==> config.mk <==
export PLATFORM = sky130hd
export DESIGN_NAME = burst_readout_seq
export DESIGN_NICKNAME = d
export VERILOG_FILES = /design/src/rtl/burst_seq_pkg.sv /design/src/rtl/burst_ctrl.sv /design/src/rtl/burst_index.sv /design/src/rtl/burst_snapshot.sv /design/src/rtl/burst_readout_seq.sv
export SDC_FILE = /design/constraint.sdc
export NUM_CORES = 1
export LEC_CHECK = 0
export BUFFER_PORTS_ARGS = -buffer_cell sky130_fd_sc_hd__buf_4
export CORE_ASPECT_RATIO = 0.8
export CORE_UTILIZATION = 50
export DETAILED_ROUTE_END_ITERATION = 8
export GPL_TIMING_DRIVEN = 0
export PLACE_DENSITY = 0.76
export SLEW_MARGIN = 20
export SYNTH_ARGS = -nofsm -noshare
export SYNTH_HDL_FRONTEND = slang
export SYNTH_SLANG_ARGS = --single-unit
==> constraint.sdc <==
create_clock -name clk -period 4.9 [get_ports clk]
set_input_delay 0.245 -clock clk [delete_from_list [all_inputs] [get_ports clk]]
set_output_delay 0.245 -clock clk [all_outputs]
set_load 0.005 [all_outputs]
==> src/rtl/burst_seq_pkg.sv <==
package burst_seq_pkg;
  localparam int BYTE_W      = 8;
  localparam int ADDR_W      = 7;
  localparam int NUM_ENTRIES = 7;
  localparam int IDX_W       = $clog2(NUM_ENTRIES);
  localparam int LAST_IDX    = NUM_ENTRIES - 1;
  localparam logic [ADDR_W-1:0] BURST_ADDR = 7'h63;

  // list position; order is behaviour and must not change
  typedef enum logic [IDX_W-1:0] {
    SLOT_DX  = 3'd0,
    SLOT_DY  = 3'd1,
    SLOT_SQ  = 3'd2,
    SLOT_SHH = 3'd3,
    SLOT_SHL = 3'd4,
    SLOT_PK  = 3'd5,
    SLOT_SUM = 3'd6
  } slot_e;
endpackage

==> src/rtl/burst_ctrl.sv <==
module burst_ctrl
  import burst_seq_pkg::*;
#(
  parameter int AW = ADDR_W,
  parameter logic [AW-1:0] BADDR = BURST_ADDR
) (
  input  logic          clk,
  input  logic          rst_n,
  input  logic          cs_n,
  input  logic          addr_valid,
  input  logic          addr_rd,
  input  logic [AW-1:0] addr,
  input  logic          tx_ready,
  output logic          active,
  output logic          start,
  output logic          adv,
  output logic          stop
);
  logic active_q;

  // decode only while idle; a running burst ignores every address
  assign start  = !active_q && !cs_n && addr_valid && addr_rd && (addr == BADDR);
  assign stop   = cs_n;
  assign adv    = active_q && !cs_n && tx_ready;
  assign active = active_q;

  always_ff @(posedge clk or negedge rst_n) begin
    if (!rst_n)     active_q <= 1'b0;
    else if (stop)  active_q <= 1'b0;
    else if (start) active_q <= 1'b1;
  end
endmodule

==> src/rtl/burst_index.sv <==
module burst_index
  import burst_seq_pkg::*;
#(
  parameter int N  = NUM_ENTRIES,
  parameter int IW = $clog2(N)
) (
  input  logic          clk,
  input  logic          rst_n,
  input  logic          start,
  input  logic          adv,
  input  logic          stop,
  output logic [IW-1:0] idx,
  output logic          load_first,
  output logic          load_second
);
  localparam logic [IW-1:0] LAST = IW'(N - 1);

  logic [IW-1:0] idx_q;
  logic          first_q, second_q;

  always_ff @(posedge clk or negedge rst_n) begin
    if (!rst_n) begin
      idx_q    <= '0;
      first_q  <= 1'b0;
      second_q <= 1'b0;
    end else begin
      first_q  <= start && !stop;
      second_q <= adv && (idx_q == '0);
      if (stop || start)              idx_q <= '0;
      else if (adv && idx_q != LAST)  idx_q <= idx_q + 1'b1;
    end
  end

  assign idx         = idx_q;
  assign load_first  = first_q;
  assign load_second = second_q;
endmodule

==> src/rtl/burst_snapshot.sv <==
module burst_snapshot
  import burst_seq_pkg::*;
#(
  parameter int BW = BYTE_W,
  parameter int N  = NUM_ENTRIES,
  parameter int IW = $clog2(N)
) (
  input  logic            clk,
  input  logic            rst_n,
  input  logic            capture,
  input  logic [N*BW-1:0] live,
  input  logic [IW-1:0]   sel,
  output logic [BW-1:0]   dout
);
  logic [BW-1:0] snap_q [N];

  for (genvar g = 0; g < N; g++) begin : g_slot
    always_ff @(posedge clk or negedge rst_n) begin
      if (!rst_n)       snap_q[g] <= '0;
      else if (capture) snap_q[g] <= live[g*BW +: BW];
    end
  end

  always_comb begin
    dout = '0;
    for (int i = 0; i < N; i++)
      if (sel == IW'(i)) dout = snap_q[i];
  end
endmodule

==> src/rtl/burst_readout_seq.sv <==
module burst_readout_seq
  import burst_seq_pkg::*;
#(
  parameter int BW = BYTE_W,
  parameter int AW = ADDR_W,
  parameter logic [AW-1:0] BADDR = BURST_ADDR
) (
  input  logic          clk,
  input  logic          rst_n,
  input  logic          cs_n,
  input  logic          addr_valid,
  input  logic          addr_rd,
  input  logic [AW-1:0] addr,
  input  logic [BW-1:0] dx_in,
  input  logic [BW-1:0] dy_in,
  input  logic [BW-1:0] squal_in,
  input  logic [2*BW-1:0] shutter_in,
  input  logic [BW-1:0] peak_in,
  input  logic [BW-1:0] psum_in,
  output logic          burst_active,
  output logic          tx_valid,
  input  logic          tx_ready,
  output logic [BW-1:0] tx_data,
  output logic          clr_dx,
  output logic          clr_dy
);
  localparam int N  = NUM_ENTRIES;
  localparam int IW = $clog2(N);

  logic          active, start, adv, stop;
  logic [IW-1:0] idx;
  logic [BW-1:0] sel_byte;
  logic [N*BW-1:0] live;

  // entry g sits at live[g*BW +: BW], following slot_e
  assign live = {psum_in, peak_in, shutter_in[BW-1:0], shutter_in[2*BW-1:BW],
                 squal_in, dy_in, dx_in};

  burst_ctrl #(.AW(AW), .BADDR(BADDR)) u_ctrl (
    .clk(clk), .rst_n(rst_n), .cs_n(cs_n), .addr_valid(addr_valid),
    .addr_rd(addr_rd), .addr(addr), .tx_ready(tx_ready),
    .active(active), .start(start), .adv(adv), .stop(stop)
  );

  burst_index #(.N(N), .IW(IW)) u_idx (
    .clk(clk), .rst_n(rst_n), .start(start), .adv(adv), .stop(stop),
    .idx(idx), .load_first(clr_dx), .load_second(clr_dy)
  );

  burst_snapshot #(.BW(BW), .N(N), .IW(IW)) u_snap (
    .clk(clk), .rst_n(rst_n), .capture(start), .live(live),
    .sel(idx), .dout(sel_byte)
  );

  assign burst_active = active;
  assign tx_valid     = active;
  assign tx_data      = active ? sel_byte : '0;
endmodule

==> qor.txt, run 1 <==
Die X: 89.5 microns
Critical Path Start Type: register
placed cell count: 407
top cell type's share of synthesized area: 50.6%
vias post-DR: 2318
final worst-path setup slack: 1630 ps
worst hold margin: -30.0 ps
# nets final: 411
Vias/cell: 5.49
Pwr Density: 262 nW/um^2
Placement Setup Slack: 2030 ps
area leader, netlist: dfrtp_1
largest net degree at the start of global routing: 63
Syn Inst Count: 246
clock skew: 5.74 ps
Syn Area/Cell: 12.5 sq um
Mapped Area: 3060 sq um
register area share after synthesis: 50.6%
final non-filler cell total: 422
Yosys cell types: 28
GP Congestion: 0.880
Mapped Nets: 320
DIE AREA: 6450 sq um
Tot Pwr: 0.00103 W
R2R Setup Slk: 2800 ps
Slowest-stage cell, CP: nor3b_1
Critical Path Sink Type: output pin
Sum Neg Setup Slack: 0 ps
Core ar.: 5910 sq um
row count: 25
io pins: 81
Max Cap Viol: 0
hold_buf cts: 0
GR Util All Layers: 25.4%
H-Tree Level Count: 3
Arr. time, crit path: 3020 ps
number of antenna violations at the first check in global routing: 0
TritonCTS Sinks: 62
Hold Vio Cnt, Final: 30
first-pass GRT wire length: 11800 microns
Final Setup Violations: 0
Resize count post-CTS: 0
WP data required: 4660 ps
share of layout cells above drive strength 1: 40.8%
worst path cell trace: clkbuf_1 > inv_1 > ha_1 > clkbuf_1 > nor3b_1 > o211ai_1 > o211ai_1 > buf_4
Starting Density: 51.8%
First DRT Iteration DRCs: 142
CP peak stage delay: 810 ps
static leakage: 2.04 nW
count of buffers from port buffering: 80
Synth Warn #: 0
Crit path buffers/inverters: 4
fmax: 306 MHz
Peak VDD IR: 0.000177 V
Antenna Nets Post-Route: 0
CTS tree: done
routed len/inst: 17.4 microns
DRT Pass-1 Iters: 4
Hold Path Class: input port to async pin
Post-DP HPWL: 5360 microns
failing checks: hold timing
clock buffer depth: 2
status: finished, violations left
max-slew violations: 0
antenna diode count: 0
min cycle time layout: 3270 ps
final wirelength: 7350 microns
CP delay by family, top: simple AND/OR/NAND/NOR gates
final period utilization: 66.7%
Remaining Overflow, GRT: 0
Max-Slew Margin vs Limit: 36.6%
Clock transition at path regs: 70 ps
Setup Buffers After CTS: 0
Worst Path Max Fanout: 10
vias in the first global route: 2351
Root Driver: clkbuf_8
synthesis-to-layout area growth: 29.1%
RSZ-0062 raised after global routing: false
ranking of synthesized cells by area: dfrtp_1 51%, mux2_2 13%, mux2_1 7.3%
synthesized flop and latch total: 62
CTS Buf Count: 9
DRC: 0
Slew @ Worst Pin: 950 ps
Die H: 72.0 microns
CP Class: register to output pin
Skew-Pair Late Insertion Delay: 340 ps
stage by stage:
| step | utilization [%] | hold slack (ps) | cell area (sq um) |
|---|---|---|---|
| floorplan | - | -50.6 | 3060 |
| global placement | 63.7 | 369 | 3770 |
| detailed placement | 63.7 | 359 | 3770 |
| CTS | 66.9 | 4.97 | 3960 |
| global route | 66.9 | 33.1 | 3960 |
| finish | 66.9 | -30.0 | 3960 |
layer usage:
layer | GRT usage, % | share of wire, %
met1 | 34.7 | 47
met2 | 39.2 | 45
met3 | 8.53 | 7.1
met4 | 6.70 | 1.1
met5 | 0 | 0
path summary, 6_finish.rpt:
check                                        from                 to  cells after the start
max in group asynchronous                   rst_n  u_snap.snap_q[27]                      1
worst max-delay path                 u_idx.idx[2]         tx_data[0]                      8
worst min-delay path                        rst_n   u_snap.snap_q[0]                      1
worst min register to register  u_snap.snap_q[35]  u_snap.snap_q[35]                      1
min in group clk                      squal_in[0]  u_snap.snap_q[32]                      2
worst max register to register      u_ctrl.active  u_snap.snap_q[36]                      5
registers in the layout, indices dropped and copies added (netlist names):
register / flops
u_idx.load_first: 1
u_ctrl.active: 1
u_snap.snap_q: 56
u_idx.load_second: 1
u_idx.idx: 3
kinds of logic (layout without fill, tap and decap cells):
kind of cell / count (synthesis) / count (layout) / synth area share [%]
AO/OA/AOI/OAI: 48 / 48 / 11.1
buffers and inverters: 19 / 114 / 3.55
AND/OR/NAND/NOR: 56 / 56 / 12.1
multiplexers: 56 / 56 / 20.6
adder cells (fa/ha/maj): 5 / 5 / 2.04
flip-flops: 62 / 62 / 50.6
synthesized netlist by cell type:
library cell	instances
o211ai_1	16
and3_1	9
and2_1	1
buf_1	1
clkbuf_1	7
nor2_1	1
nor3b_1	1
nor3_4	1
inv_1	4
a21oi_1	2
nand3b_1	9
a31oi_1	8
nand2_1	12
mux2_2	36
o31ai_1	1
and3b_1	9
nand2b_1	8
mux2_1	20
a311oi_1	1
nand4bb_1	1
a21o_1	17
or4b_4	1
buf_4	4
ha_1	5
o21ai_0	3
nand3_1	3
buf_6	3
dfrtp_1	62
cells in the final DEF, fill, tap and decap left out, drive strengths merged, types with 5 or more instances in the layout:
cell type  Yosys  final
a21o          17     17
a31oi          8      8
buf            8     88
nand2         12     12
nand2b         8      8
o211ai        16     16
clkbuf         7     18
ha             5      5
mux2          56     56
nand3b         9      9
and3           9      9
and3b          9      9
dfrtp         62     62
power breakdown:
part | switching [W] | internal, W
combinational | 0.0000227 | 0.0000449
clock | 0.000191 | 0.000244
sequential | 0.00000740 | 0.000524
area by class of cell:
type	count	area, sq um
Buffer	15	93.8
Clock inverter	4	47.5
Inverter	4	15.0
Timing Repair Buffer	80	601
Sequential cell	62	1550
Clock buffer	11	141
Multi-Input combinational cell	165	1400
Tap cell	81	101
Fill cell	465	1960
(Power assumes the default switching activity.)
==> inputs of run 2 (changes only) <==
- ABC_AREA: not set -> 1
- clock period: 4.9 -> 3.1 ns (I/O delays scaled with it)
==> run 2 against run 1 <==
  * The run now ends clean
  * Combinational power rose by 130%
  * First-iteration DRC count rose by 43%
  * Wire length rose by 19%
  * Highest routed layer unchanged
==> qor.txt, run 2 <==
status: finished clean
most common cell in the netlist: nand2_1
vias post-DR: 3321 (+43%)
routed len/inst: 12.8 microns (-26%)
synthesized flop and latch total: 62 (unchanged)
Antenna Nets Post-Route: 0 (unchanged)
CTS Buf Count: 9 (unchanged)
adder-cell share of the synthesized area: 1.92% (-0.12 points)
Max-Slew Margin vs Limit: 48.9% (+12 points)
Synth top cells by count: 256 x nand2_1, 62 x dfrtp_1, 52 x inv_1
Post-synth ARST share: 100% (unchanged)
Vias/cell: 4.86 (-12%)
CP delay by family, top: buffers and inverters
min cycle time layout: 2690 ps
max reg flops: 56 (unchanged)
Post-synth EDFFs: 0 (unchanged)
Mapped Nets: 548 (+71%)
Slew @ Worst Pin: 767 ps (-183 ps)
area leader, netlist: dfrtp_1
Synth Area in Compound Gates: 2.77% (-8.3 points)
Syn Area/Cell: 6.86 sq um (-45%)
DRT Pass-1 Iters: 5 (+1)
Final Setup Violations: 0 (unchanged)
Worst Path Max Fanout: 9 (-1)
Remaining Overflow, GRT: 0 (unchanged)
H-Tree Level Count: 3 (unchanged)
CP peak stage delay: 320 ps (-490 ps)
Reg with most FFs: u_snap.snap_q
share of layout cells above drive strength 1: 18.6% (-22 points)
Synth Warn #: 0 (unchanged)
Post-Synth Simple-Gate Area: 37.5% (+25 points)
final wirelength: 8780 microns (+19%)
XOR/XNOR Fraction of Synth Area: 0.269% (+0.27 points)
R2R Setup Slk: 1280 ps (-1520 ps)
Max Cap Viol: 0 (unchanged)
clock skew: 12.7 ps (+6.99 ps)
ranking of synthesized cells by area: dfrtp_1 48%, nand2_1 30%, inv_1 6.0%
Hold Vio Cnt, Final: 0 (-100%)
First DRT Iteration DRCs: 203 (+43%)
CTS tree: done
synthesis-to-layout area growth: 37.5%
DR WL met2: 3970 microns (+21%)
GR Util All Layers: 28.2% (+2.8 points)
cell mode on critical path: nand2_1
RSZ-0062 raised after global routing: false
Placement Setup Slack: 844 ps (-1180 ps)
Syn Inst Count: 474 (+93%)
count of buffers from port buffering: 80 (unchanged)
register area share after synthesis: 47.7% (-2.9 points)
WP data required: 2940 ps (-1720 ps)
Die X: 92.2 microns (+2.9%)
DIE AREA: 6830 sq um (+6.0%)
ys flop type: dfrtp_1
first-pass GRT wire length: 14600 microns (+23%)
max-slew violations: 0 (unchanged)
Arr. time, crit path: 2540 ps (-480 ps)
Slowest-stage cell, CP: dfrtp_1
row count: 25 (unchanged)
final worst-path setup slack: 405 ps (-1230 ps)
Skew-Pair Late Insertion Delay: 360 ps (+20 ps)
number of antenna violations at the first check in global routing: 0 (unchanged)
Tot Pwr: 0.00166 W (+60%)
Crit path buffers/inverters: 6 (+2)
static leakage: 2.56 nW (+25%)
CP Class: register to output pin
clock buffer depth: 2 (unchanged)
largest family of logic cells by synthesized area: simple AND/OR/NAND/NOR gates
placed cell count: 635 (+56%)
Core ar.: 6100 sq um (+3.2%)
final non-filler cell total: 684 (+62%)
antenna diode count: 0 (unchanged)
routed length on met3: 586 microns (+12%)
TritonCTS Sinks: 62 (unchanged)
GP Congestion: 0.890 (+1.1%)
Peak VDD IR: 0.000264 V (+49%)
Post-DP HPWL: 6060 microns (+13%)
top layer in use: met4
Pwr Density: 371 nW/um^2 (+42%)
Starting Density: 53.3% (+1.5 points)
vias in the first global route: 3194 (+36%)
most frequent cells in the layout: 256 x nand2_1, 82 x buf_4, 62 x dfrtp_1
io pins: 81 (unchanged)
worst path cell trace: buf_2 > clkinv_1 > ha_1 > clkbuf_1 > inv_1 > nand2_1 > inv_1 > nand2_1 > nand2_1 > nand2_1 > a21oi_1 > buf_4
DRC: 0 (unchanged)
largest net degree at the start of global routing: 63 (unchanged)
fmax: 371 MHz
final period utilization: 86.9%
Sum Neg Setup Slack: 0 ps (unchanged)
Yosys cell types: 19 (-32%)
Critical Path Start Type: register
Mapped Area: 3250 sq um (+6.1%)
top cell type's share of synthesized area: 47.7% (-2.9 points)
# nets final: 672 (+64%)
Critical Path Sink Type: output pin
most common cell after layout, fill and taps aside: nand2_1
DRT met1 WL: 4060 microns (+17%)
Resize count post-CTS: 0 (unchanged)
Root Driver: clkbuf_8
Hold Path Class: input port to register
multiplexer share of the synthesized area: 0% (-21 points)
Die H: 74.1 microns (+2.9%)
Clock transition at path regs: 70 ps (about the same)
-- run 2: changes by cell type after synthesis, moves of 16 or more --
cell | previous run | this run
mux2_1 | 20 | 0
a21o_1 | 17 | 0
nor2_1 | 1 | 28
nand2_1 | 12 | 256
nand3_1 | 3 | 19
inv_1 | 4 | 52
o211ai_1 | 16 | 0
mux2_2 | 36 | 0
-- run 2: cells by family after synthesis --
kind of cell	Yosys count
adder cells (fa/ha/maj)	5
buffers and inverters	76
XOR/XNOR	1
AO/OA/AOI/OAI	18
flip-flops	62
AND/OR/NAND/NOR	312
-- run 2: final cells by class --
class | instances | area, sq um
Tap cell | 81 | 101
Clock buffer | 12 | 155
Timing Repair Buffer | 113 | 931
Fill cell | 520 | 1630
Clock inverter | 4 | 31.3
Buffer | 21 | 113
Multi-Input combinational cell | 336 | 1380
Inverter | 55 | 206
Sequential cell | 62 | 1550
-- run 2: tightest hold or removal path, delay by kind of cell --
family | cells | cell delay, ps
and+or+nand+nor | 2 | 90
buffers and inverters | 1 | 70
-- run 2: what timing repair did --
action / in CTS / in global routing
hold buffers: 32 / 1
setup buffers: 0 / 0
endpoints found under the hold margin: 93 / 1
setup endpoints to repair: 0 / 0
-- run 2: report_power, final --
part | leakage (nW) | switching [W] | internal, W | total, W
clock network | 0.0848 | 0.000332 | 0.000335 | 0.000667
logic | 1.61 | 0.0000577 | 0.0000949 | 0.000153
registers | 0.861 | 0.0000117 | 0.000828 | 0.000840
-- run 2: through the flow --
step | hold slack, ps | area, sq um | util, %
floorplan | -141 | 3250 | -
global placement | 283 | 3950 | 64.8
detailed placement | 279 | 3950 | 64.8
CTS | 0.00397 | 4460 | 73.1
global route | 7.47 | 4470 | 73.3
finish | 5.86 | 4470 | 73.3
-- run 2: final timing paths --
path                                    from                end  cells past startpoint
max                             u_idx.idx[2]         tx_data[7]                     12
min                              squal_in[7]  u_snap.snap_q[39]                      3
max reg2reg                    u_ctrl.active  u_snap.snap_q[36]                      7
min reg2reg                u_snap.snap_q[52]  u_snap.snap_q[52]                      2
max in group asynchronous              rst_n  u_snap.snap_q[48]                      2
min in group asynchronous              rst_n       u_idx.idx[0]                      2
-- run 2: per-layer routing --
layer  GRT usage [%]  vias to the layer above
li1                -                     1661
met1            37.2                     1543
met2            44.4                      102
met3            8.18                       15
met4            12.0                        0
met5               0                        -
==> inputs of run 3 (changes only) <==
- SYNTH_HIERARCHICAL: not set -> 1
==> run 3 against run 2 <==
  * Die area is 6.4% lower
  * Critical path type unchanged
  * Combinational power is 24% lower
  * Register-to-register slack worse by 120 ps
  * First-iteration DRC count is 5.4% lower
  * Sequential share of layout area is 4.5 points higher
  * Count of clock-buffer cells in the layout is 2 lower
  * Via count is 27% lower
==> qor.txt, run 3 <==
status: finished clean
most frequent cells in the layout: 82 x buf_4, 62 x dfrtp_1, 55 x nand2_1
XOR/XNOR Fraction of Synth Area: 0% (-0.27 points)
Syn Area/Cell: 10.3 sq um (+50%)
Min-Delay Startpoint: peak_in[1]
Max-Slew Margin vs Limit: 48.1% (-0.78 points)
Clock transition at path regs: 80 ps (about the same)
Max Cap Viol: 0 (unchanged)
TritonCTS Sinks: 62 (unchanged)
static leakage: 2.15 nW (-16%)
ranking of synthesized cells by area: dfrtp_1 51%, mux2_1 18%, nand2_1 6.8%
Root Driver: clkbuf_8
Min-Delay Path Depth: 2 (-1)
First DRT Iteration DRCs: 192 (-5.4%)
Vias/cell: 5.13 (+5.6%)
Placement Setup Slack: 1180 ps (+340 ps)
count of buffers from port buffering: 80 (unchanged)
adder-cell share of the synthesized area: 1.24% (-0.69 points)
multiplexer share of the synthesized area: 17.8% (+18 points)
Post-DP HPWL: 5070 microns (-16%)
Worst Path Max Fanout: 10 (+1)
Mapped Nets: 368 (-33%)
RSZ-0062 raised after global routing: false
Post-Synth Simple-Gate Area: 21.6% (-16 points)
clock buffer depth: 2 (unchanged)
max reg flops: 56 (unchanged)
Syn Inst Count: 296 (-38%)
DRC: 0 (unchanged)
Sum Neg Setup Slack: 0 ps (unchanged)
H-Tree Level Count: 3 (unchanged)
Worst setup startpoint: u_idx/idx[1]
Critical Path Start Type: register
Slew @ Worst Pin: 778 ps (+11.6 ps)
Final Setup Violations: 0 (unchanged)
CTS tree: done
Mapped Area: 3040 sq um (-6.6%)
vias post-DR: 2430 (-27%)
area leader, netlist: dfrtp_1
Starting Density: 51.7% (-1.7 points)
worst hold margin: 22.6 ps (+16.7 ps)
ys flop type: dfrtp_1
synthesized flop and latch total: 62 (unchanged)
Post-synth EDFFs: 0 (unchanged)
antenna diode count: 0 (unchanged)
first-pass GRT wire length: 11200 microns (-23%)
clock skew: 8.28 ps (-4.44 ps)
min cycle time layout: 2080 ps (-618 ps)
Remaining Overflow, GRT: 0 (unchanged)
final period utilization: 67.0% (-20 points)
Yosys cell types: 24 (+5)
share of layout cells above drive strength 1: 32.1% (+13 points)
Tot Pwr: 0.00168 W (+1.2%)
DRT Pass-1 Iters: 4 (-1)
largest net degree at the start of global routing: 63 (unchanged)
row count: 25 (unchanged)
most common cell after layout, fill and taps aside: buf_4
Reg with most FFs: u_snap/snap_q
Reg2Reg Capture Point: u_snap/snap_q[34]
Die X: 89.2 microns (-3.3%)
final worst-path setup slack: 1020 ps (+618 ps)
top cell type's share of synthesized area: 51.1% (+3.4 points)
Synth top cells by count: 62 x dfrtp_1, 55 x nand2_1, 48 x mux2_1
Critical Path Sink Type: output pin
most common cell in the netlist: dfrtp_1
synthesis-to-layout area growth: 30.2%
WP data required: 2940 ps (about the same)
Resize count post-CTS: 0 (unchanged)
# nets final: 460 (-32%)
max-slew violations: 0 (unchanged)
GP Congestion: 0.870 (-2.2%)
Hold Vio Cnt, Final: 0 (unchanged)
FF-to-FF path depth: 8 (+1)
routed len/inst: 14.6 microns (+13%)
vias in the first global route: 2384 (-25%)
CP Class: register to output pin
Skew-Pair Late Insertion Delay: 340 ps (-20 ps)
fmax: 481 MHz (+30%)
Pwr Density: 424 nW/um^2 (+14%)
CTS Buf Count: 9 (unchanged)
GR Util All Layers: 23.8% (-4.4 points)
Core ar.: 5880 sq um (-3.6%)
Arr. time, crit path: 1920 ps (-620 ps)
final wirelength: 6900 microns (-21%)
Placed Area: 3740 sq um (-5.4%)
number of antenna violations at the first check in global routing: 0 (unchanged)
io pins: 81 (unchanged)
R2R Setup Slk: 1160 ps (-120 ps)
Synth Warn #: 6 (+6)
worst r2r src: u_ctrl/active
DIE AREA: 6390 sq um (-6.4%)
Peak VDD IR: 0.000280 V (+6.3%)
largest family of logic cells by synthesized area: simple AND/OR/NAND/NOR gates
Post-synth ARST share: 100% (unchanged)
design area: 3960 sq um (-12%)
Die H: 71.7 microns (-3.3%)
register area share after synthesis: 51.1% (+3.4 points)
Setup Buffers After CTS: 0 (unchanged)
Antenna Nets Post-Route: 0 (unchanged)
Setup crit end: tx_data[3]
Hold Path Class: input port to register
Synth Area in Compound Gates: 1.61% (-1.2 points)
run 3: cell types whose count changed in the layout (fill, tap and decap cells not counted), sizes merged, moves of 5 or more:
cell / delta
nand2: -199
a21oi: -7
nor2: -5
mux2: +48
nand4: +22
clkbuf: -10
dlygate4sd3: -32
inv: -24
run 3: worst max-delay path: stages (launching register included):
cell and delay, ps:
dfrtp_1 530, buf_6 230, nor3_4 390, nand2_1 100, nand4_1 110, nand2_1 70, inv_1 60, buf_4 100
run 3: worst min path at each step:
stage / end / slack, ps
4_1_cts: u_snap/snap_q[10] / 8
3_5_place_dp: u_idx/load_second / 290
3_3_place_gp: u_idx/load_first / 280
2_1_floorplan: u_ctrl/active / -140
6_report: u_snap/snap_q[9] / 20
5_1_grt: u_snap/snap_q[17] / 20
run 3: cell families after synthesis:
| logic type | count (synthesis) |
|---|---|
| simple gates | 130 |
| compound gates | 9 |
| mux | 48 |
| flops | 62 |
| fa+ha+maj | 3 |
| buf+inv | 44 |
run 3: area by class of cell:
cell class | count | area, sq um
repair buffers | 81 | 611
inverters | 30 | 118
fillers | 498 | 1920
clock inverters | 6 | 68.8
multi-input cells | 190 | 1280
plain buffers | 14 | 86.3
well taps | 81 | 101
flip-flops and latches | 62 | 1550
clock buffers | 10 | 138
run 3: power by group:
part	leakage, nW	switching, W	internal (W)
Clock	0.103	0.000327	0.000397
Combinational	1.23	0.0000449	0.0000707
Sequential	0.823	0.0000106	0.000830
Total	2.15	0.000382	0.00130
run 3: what timing repair did:
action	in CTS	in global routing
endpoints found under the setup margin	0	0
hold endpoints to repair	62	0
hold buffers	1	0
run 3: layer usage:
layer | GRT usage, % | share of wire (%)
met1 | 33.3 | 46
met2 | 35.0 | 45
met3 | 6.57 | 7.2
met4 | 9.52 | 2.3
met5 | 0 | 0
run 3: per-stage QoR:
stage / util, % / instances
after detailed placement: 63.6 / 457
after global routing: 67.3 / 474
after CTS: 67.3 / 474
after floorplan: - / 296
after global placement: 63.6 / 457
final: 67.3 / 474
